### src/rtl/idle_ctl_pkg.sv
package idle_ctl_pkg;
  typedef enum logic [1:0] {
    ST_RUN   = 2'd0,
    ST_IDLE  = 2'd1,
    ST_SLEEP = 2'd2
  } pm_state_e;

  localparam logic [1:0] PM_MODE_RUN  = 2'b00;
  localparam logic [1:0] PM_MODE_IDLE = 2'b01;
endpackage

### src/rtl/idle_rst_sync.sv
module idle_rst_sync #(
  parameter int STAGES = 2
) (
  input  logic clk,
  input  logic rst_n,
  output logic rst_n_sync
);
  logic [STAGES-1:0] chain_q;
  logic [STAGES-1:0] chain_d;

  always_comb begin
    chain_d = {chain_q[STAGES-2:0], 1'b1};
  end

  always_ff @(posedge clk or negedge rst_n) begin
    if (!rst_n) chain_q <= '0;
    else        chain_q <= chain_d;
  end

  assign rst_n_sync = chain_q[STAGES-1];
endmodule

### src/rtl/idle_fault_sync.sv
module idle_fault_sync #(
  parameter int WIDTH  = 2,
  parameter int STAGES = 2
) (
  input  logic             clk,
  input  logic             rst_n,
  input  logic [WIDTH-1:0] pin_n,
  output logic             fault_any
);
  logic [STAGES-1:0][WIDTH-1:0] stage_q;

  generate
    for (genvar s = 0; s < STAGES; s++) begin : g_stage
      logic [WIDTH-1:0] stage_d;
      if (s == 0) begin : g_first
        assign stage_d = pin_n;
      end else begin : g_next
        assign stage_d = stage_q[s-1];
      end
      always_ff @(posedge clk or negedge rst_n) begin
        if (!rst_n) stage_q[s] <= '1;
        else        stage_q[s] <= stage_d;
      end
    end
  endgenerate

  assign fault_any = |(~stage_q[STAGES-1]);
endmodule

### src/rtl/idle_wake_qual.sv
module idle_wake_qual #(
  parameter int NUM_SRC = 8
) (
  input  logic [NUM_SRC-1:0] irq_pend,
  input  logic [NUM_SRC-1:0] irq_en,
  input  logic [NUM_SRC-1:0] irq_unmask,
  input  logic               use_mask,
  output logic               irq_wake
);
  logic [NUM_SRC-1:0] hit;

  generate
    for (genvar i = 0; i < NUM_SRC; i++) begin : g_src
      assign hit[i] = irq_pend[i] & irq_en[i] & (irq_unmask[i] | ~use_mask);
    end
  endgenerate

  assign irq_wake = |hit;
endmodule

### src/rtl/idle_fsm.sv
module idle_fsm
  import idle_ctl_pkg::*;
(
  input  logic       clk,
  input  logic       rst_n,
  input  logic       mode_wr,
  input  logic [1:0] mode_wdata,
  input  logic       pipe_empty,
  input  logic       irq_wake,
  input  logic       fault_any,
  input  logic       fault_abort_en,
  input  logic       turbo_sel,
  output logic       core_clk_en,
  output logic       sys_clk_en,
  output logic       idle,
  output logic       sleep_req,
  output logic       resume_turbo
);
  pm_state_e  state_q, state_d;
  logic [1:0] mode_q, mode_d;
  logic       turbo_q, turbo_d;
  logic       sys_en_q;
  logic       wake_evt;
  logic       fault_sleep;

  assign wake_evt    = irq_wake | (fault_any & fault_abort_en);
  assign fault_sleep = fault_any & ~fault_abort_en;

  always_comb begin
    state_d = state_q;
    mode_d  = mode_q;
    turbo_d = turbo_q;
    unique case (state_q)
      ST_RUN: begin
        if (mode_wr) begin
          mode_d = mode_wdata;
        end else if (mode_q == PM_MODE_IDLE) begin
          if (wake_evt) begin
            mode_d = PM_MODE_RUN;
          end else if (pipe_empty) begin
            state_d = ST_IDLE;
          end
        end
      end
      ST_IDLE: begin
        if (fault_sleep) begin
          state_d = ST_SLEEP;
        end else if (wake_evt) begin
          state_d = ST_RUN;
          mode_d  = PM_MODE_RUN;
          turbo_d = turbo_sel;
        end
      end
      ST_SLEEP: begin
        state_d = ST_SLEEP;
      end
      default: begin
        state_d = ST_RUN;
      end
    endcase
  end

  always_ff @(posedge clk or negedge rst_n) begin
    if (!rst_n) begin
      state_q  <= ST_RUN;
      mode_q   <= PM_MODE_RUN;
      turbo_q  <= 1'b0;
      sys_en_q <= 1'b1;
    end else begin
      state_q  <= state_d;
      mode_q   <= mode_d;
      turbo_q  <= turbo_d;
      sys_en_q <= 1'b1;
    end
  end

  assign core_clk_en  = (state_q == ST_RUN);
  assign idle         = (state_q == ST_IDLE);
  assign sleep_req    = (state_q == ST_SLEEP);
  assign resume_turbo = turbo_q;
  assign sys_clk_en   = sys_en_q;
endmodule

### src/rtl/idle_clk_ctrl.sv
module idle_clk_ctrl #(
  parameter int NUM_SRC     = 8,
  parameter int SYNC_STAGES = 2,
  parameter int RST_STAGES  = 2
) (
  input  logic               clk,
  input  logic               rst_n,
  input  logic               mode_wr,
  input  logic [1:0]         mode_wdata,
  input  logic               pipe_empty,
  input  logic [NUM_SRC-1:0] irq_pend,
  input  logic [NUM_SRC-1:0] irq_en,
  input  logic [NUM_SRC-1:0] irq_unmask,
  input  logic               use_mask,
  input  logic               fault_abort_en,
  input  logic               batt_fault_n,
  input  logic               vdd_fault_n,
  input  logic               turbo_sel,
  output logic               core_clk_en,
  output logic               sys_clk_en,
  output logic               idle,
  output logic               resume_turbo,
  output logic               sleep_req
);
  localparam int FAULT_PINS = 2;

  logic rst_n_int;
  logic fault_any;
  logic irq_wake;

  idle_rst_sync #(.STAGES(RST_STAGES)) u_rst_sync (
    .clk        (clk),
    .rst_n      (rst_n),
    .rst_n_sync (rst_n_int)
  );

  idle_fault_sync #(.WIDTH(FAULT_PINS), .STAGES(SYNC_STAGES)) u_fault_sync (
    .clk       (clk),
    .rst_n     (rst_n_int),
    .pin_n     ({batt_fault_n, vdd_fault_n}),
    .fault_any (fault_any)
  );

  idle_wake_qual #(.NUM_SRC(NUM_SRC)) u_wake_qual (
    .irq_pend   (irq_pend),
    .irq_en     (irq_en),
    .irq_unmask (irq_unmask),
    .use_mask   (use_mask),
    .irq_wake   (irq_wake)
  );

  idle_fsm u_fsm (
    .clk            (clk),
    .rst_n          (rst_n_int),
    .mode_wr        (mode_wr),
    .mode_wdata     (mode_wdata),
    .pipe_empty     (pipe_empty),
    .irq_wake       (irq_wake),
    .fault_any      (fault_any),
    .fault_abort_en (fault_abort_en),
    .turbo_sel      (turbo_sel),
    .core_clk_en    (core_clk_en),
    .sys_clk_en     (sys_clk_en),
    .idle           (idle),
    .sleep_req      (sleep_req),
    .resume_turbo   (resume_turbo)
  );
endmodule

### config.mk
export PLATFORM = sky130hd
export DESIGN_NAME = idle_clk_ctrl
export DESIGN_NICKNAME = d
export VERILOG_FILES = /design/src/rtl/idle_ctl_pkg.sv /design/src/rtl/idle_rst_sync.sv /design/src/rtl/idle_fault_sync.sv /design/src/rtl/idle_wake_qual.sv /design/src/rtl/idle_fsm.sv /design/src/rtl/idle_clk_ctrl.sv
export SDC_FILE = /design/constraint.sdc
export NUM_CORES = 1
export LEC_CHECK = 0
export BUFFER_PORTS_ARGS = -buffer_cell sky130_fd_sc_hd__buf_2
export CAP_MARGIN = 5
export CORE_ASPECT_RATIO = 1.4
export CORE_UTILIZATION = 30
export DETAILED_ROUTE_END_ITERATION = 6
export PLACE_DENSITY = 0.61
export SYNTH_ARGS = -nofsm -noshare
export SYNTH_HDL_FRONTEND = slang
export SYNTH_SLANG_ARGS = --single-unit
### constraint.sdc
create_clock -name clk -period 1 [get_ports clk]
set_input_delay 0.2 -clock clk [delete_from_list [all_inputs] [get_ports clk]]
set_output_delay 0.2 -clock clk [all_outputs]
set_load 0.01 [all_outputs]
==> summary.txt <==
Clock network
  • CTS H-tree depth: 1
  • CTS clk-pin slew, worst paths: around 70 ps
  • CTS tree: done
  • Clk root buf: clkbuf_4
  • CTS buffer count: 3
  • Num Clock Sinks: 11
  • Worst skew pair latency: 270 ps
  • Maximum root-to-sink buffer count: 2

Place
  • Dpl cells: 118
  • Number of port buffers: 38
  • Final Wtd Congestion: 0.668
  • Dpl hpwl: between 1 and 1.5 mm

Route
  • First drt pass iteration count: 4
  • Routed via count: a little under 600
  • Avg Vias per Cell: roughly 4.7
  • Residual DRC: 0
  • Routed wire length: 1.39 mm
  • Routed WL per cell: 11.0 um
  • Starting DRC count in detailed routing: 5
  • Antenna viol nets, final: 0

Floorplan
  • Die Y-Extent: 53.0 um
  • Initial Util: 0.318
  • Row cnt: 18
  • Top Ports: 40
  • Die Footprint: 0.00204 sq mm
  • DIE WIDTH: 38.5 um
  • Core ar.: between 0.0015 and 0.002 sq mm

Run
  • Max-cap violation count: 0

Power
  • Seq pwr share: 0.461
  • Internal: between 800 and 900 uW
  • Gate power share: 0.283
  • Switching fraction of total power: 0.265
  • Psw: about 310 uW
  • IR Drop Worst-Case VDD: between 0.0007 and 0.0008 V
  • Clock power share: 0.257
  • Leakage: around 0.5 nW
  • Cell Pwr Density: 1240 mW/mm^2
  • Total chip power: 1.18 mW

Setup path
  • Worst-path fanout max: 2
  • Crit path to: u_fsm.resume_turbo
  • Reg-to-Reg Start: u_fault_sync.stage_q[3]
  • Crit Path Category: flip-flop to flip-flop
  • Highest cell delay on the worst timing path: about 540 ps
  • Worst path slowest cell: dfstp_2
  • Required time of the critical path: between 1000 and 1500 ps
  • Crit path DAT: ~1700 ps
  • CP Launch Point: u_fault_sync.stage_q[3]
  • Setup crit end kind: flip-flop
  • Startpoint class of the critical path: flip-flop
  • Reg-to-reg endpoint: u_fsm.resume_turbo
  • Reg2reg setup slack: -530 ps
  • Worst r2r path cells: 5
  • CP cell instances: nand2_2, a221oi_2, nand4_1, nand3_2, mux2_4

Global routing
  • Gr ovfl total: 0
  • Number of global-route vias before repair: roughly 540
  • First-pass GRT wire length: around 2.0 mm
  • Overall routing resource usage: 0.153
  • Initial antenna violation count: 0
  • Largest net degree at the start of global routing: 10

Timing
  • Setup Viol. Count Final: 9
  • RSZ-0062 raised after global routing: yes
  • Period utilization: 1.53
  • Final worst slack: -529 ps
  • Final min period: 1530 ps
  • Peak Freq: around 650 MHz
  • Final Hold Fails: 0
  • Clock skew: ~7.6 ps
  • Final slew viol count: 0

Cells and area
  • Number of antenna diodes: 0
  • Final cell count without fillers: 127
  • Fill count: approximately 180
  • Layout area overhead: 70.2%
  • Final net count: around 140
  • Layout cells sized above 1: 0.617

Yosys
  • Synth Register Bits: 11
  • Number of synthesized flops with an enable pin: 0
  • Mapped Cells: 53
  • Synth cell types: 28
  • Yosys top cell area share: 0.314
  • Top cell type by total area after synthesis: dfrtp_1
  • Mean post-synth cell area: 10.5 sq um
  • Post-synth top flop: dfrtp_1
  • Synthesized area: between 500 and 600 sq um
  • Seq/Total Area, Yosys: 0.502
  • Most common cell in the netlist: dfrtp_1
  • Post-synth ARST share: 1.00
  • Commonest cells in the netlist: 7 x dfrtp_1, 5 x nand2b_1, 4 x and2_0, 4 x dfstp_2, 3 x nor2_1
  • Yosys warnings: 0
  • Synth area leaders: dfrtp_1 31%, dfstp_2 19%, nand2b_1 5.6%, and2_0 4.5%, mux2i_1 3.6%

Hold path
  • Min-Delay Startpoint: vdd_fault_n
  • Hold Crit Class: input port to flip-flop

Outcome
  • Outcome: complete, but fails checks
  • Failing checks: negative setup slack
[state kept, by name, summed over array words and instances, names as in the netlist]
signal                        flops
u_fault_sync.g_stage.stage_d      2
u_fsm.resume_turbo                1
u_fsm.state_q                     2
u_fault_sync.stage_q              2
u_fsm.mode_q                      2
u_rst_sync.chain_q                2
[cell type report]
type                       instances  area, sq um  area share
clock buffer                       4         26.3      0.0277
inverter                           2         7.51     0.00791
multi-input combinational         40          304       0.320
sequential                        11          280       0.295
tap                               20         25.0      0.0264
timing repair buffer              50          307       0.323
[cell usage in the layout, fill, tap and decap left out, types with 2 or more instances in the layout]
| cell | count |
|---|---|
| a21oi_1 | 2 |
| dfstp_2 | 4 |
| clkbuf_4 | 3 |
| buf_6 | 5 |
| nand2b_1 | 5 |
| dfrtp_1 | 7 |
| buf_4 | 8 |
| mux2i_1 | 2 |
| nor2_2 | 2 |
| and3_1 | 2 |
| buf_2 | 36 |
| a21o_1 | 2 |
| conb_1 | 2 |
| inv_1 | 2 |
| and2_0 | 4 |
[repair_timing]
| item | CTS | global route |
|---|---|---|
| resized for setup | 9 | 4 |
| pin swaps | 2 | 3 |
| setup endpoints to repair | 9 | 9 |
| hold endpoints to repair | 2 | 0 |
| hold buffers | 1 | 0 |
| setup buffers | 1 | 3 |
[worst max-delay path: cells and delay by family, from the launching register on]
family          cells  cell delay (ps)
mux                 1              290
compound gates      1              260
flops               1              540
simple gates        3              340
[routing by layer]
metal,part of all wire,vias to the layer above,global-route usage
met3,0.12,2,0.0546
met1,0.37,258,0.135
met4,0.012,0,0.103
met2,0.49,37,0.274
met5,0,-,0
li1,-,294,-
[per-stage QoR]
stage	worst slack [ps]	instance area (sq um)	utilization	hold slack (ps)	TNS, ps
3_3_place_gp	-549	832	0.474	-15.1	-2170
3_5_place_dp	-552	832	0.474	-8.77	-2170
5_1_grt	-662	950	0.541	19.7	-3850
6_report	-529	950	0.541	24.8	-3090
2_1_floorplan	-454	572	-	-95.6	-1400
4_1_cts	-557	913	0.520	10.6	-3080
[kinds of logic (layout without fill, tap and decap cells)]
| group | count (synthesis) | after routing | synth area share |
|---|---|---|---|
| muxes | 3 | 3 | 0.0561 |
| buffers and inverters | 3 | 56 | 0.0269 |
| AOI/OAI and AO/OA | 10 | 10 | 0.135 |
| other | 1 | 2 | 0.00672 |
| and+or+nand+nor | 25 | 25 | 0.274 |
| DFF | 11 | 11 | 0.502 |
[worst min path at each step]
stage,end,slack [ps],depth (start not counted)
after CTS,u_fault_sync.g_stage[1].stage_d[0],10,1
after floorplan,u_rst_sync.chain_q[0],-100,0
after global routing,u_fault_sync.g_stage[1].stage_d[1],20,1
final,u_fault_sync.g_stage[1].stage_d[0],20,1
after global placement,u_rst_sync.chain_q[0],-20,1
after detailed placement,u_rst_sync.chain_q[0],-9,1
[power by group through the flow]
stage / sequential [mW] / clock (mW) / combinational (mW)
2_1_floorplan: 0.539 / 0 / 0.137
3_3_place_gp: 0.545 / 0 / 0.267
3_5_place_dp: 0.547 / 0 / 0.270
4_1_cts: 0.545 / 0.319 / 0.310
5_1_grt: 0.550 / 0.327 / 0.368
6_report: 0.543 / 0.302 / 0.333
(Power assumes the default switching activity.)
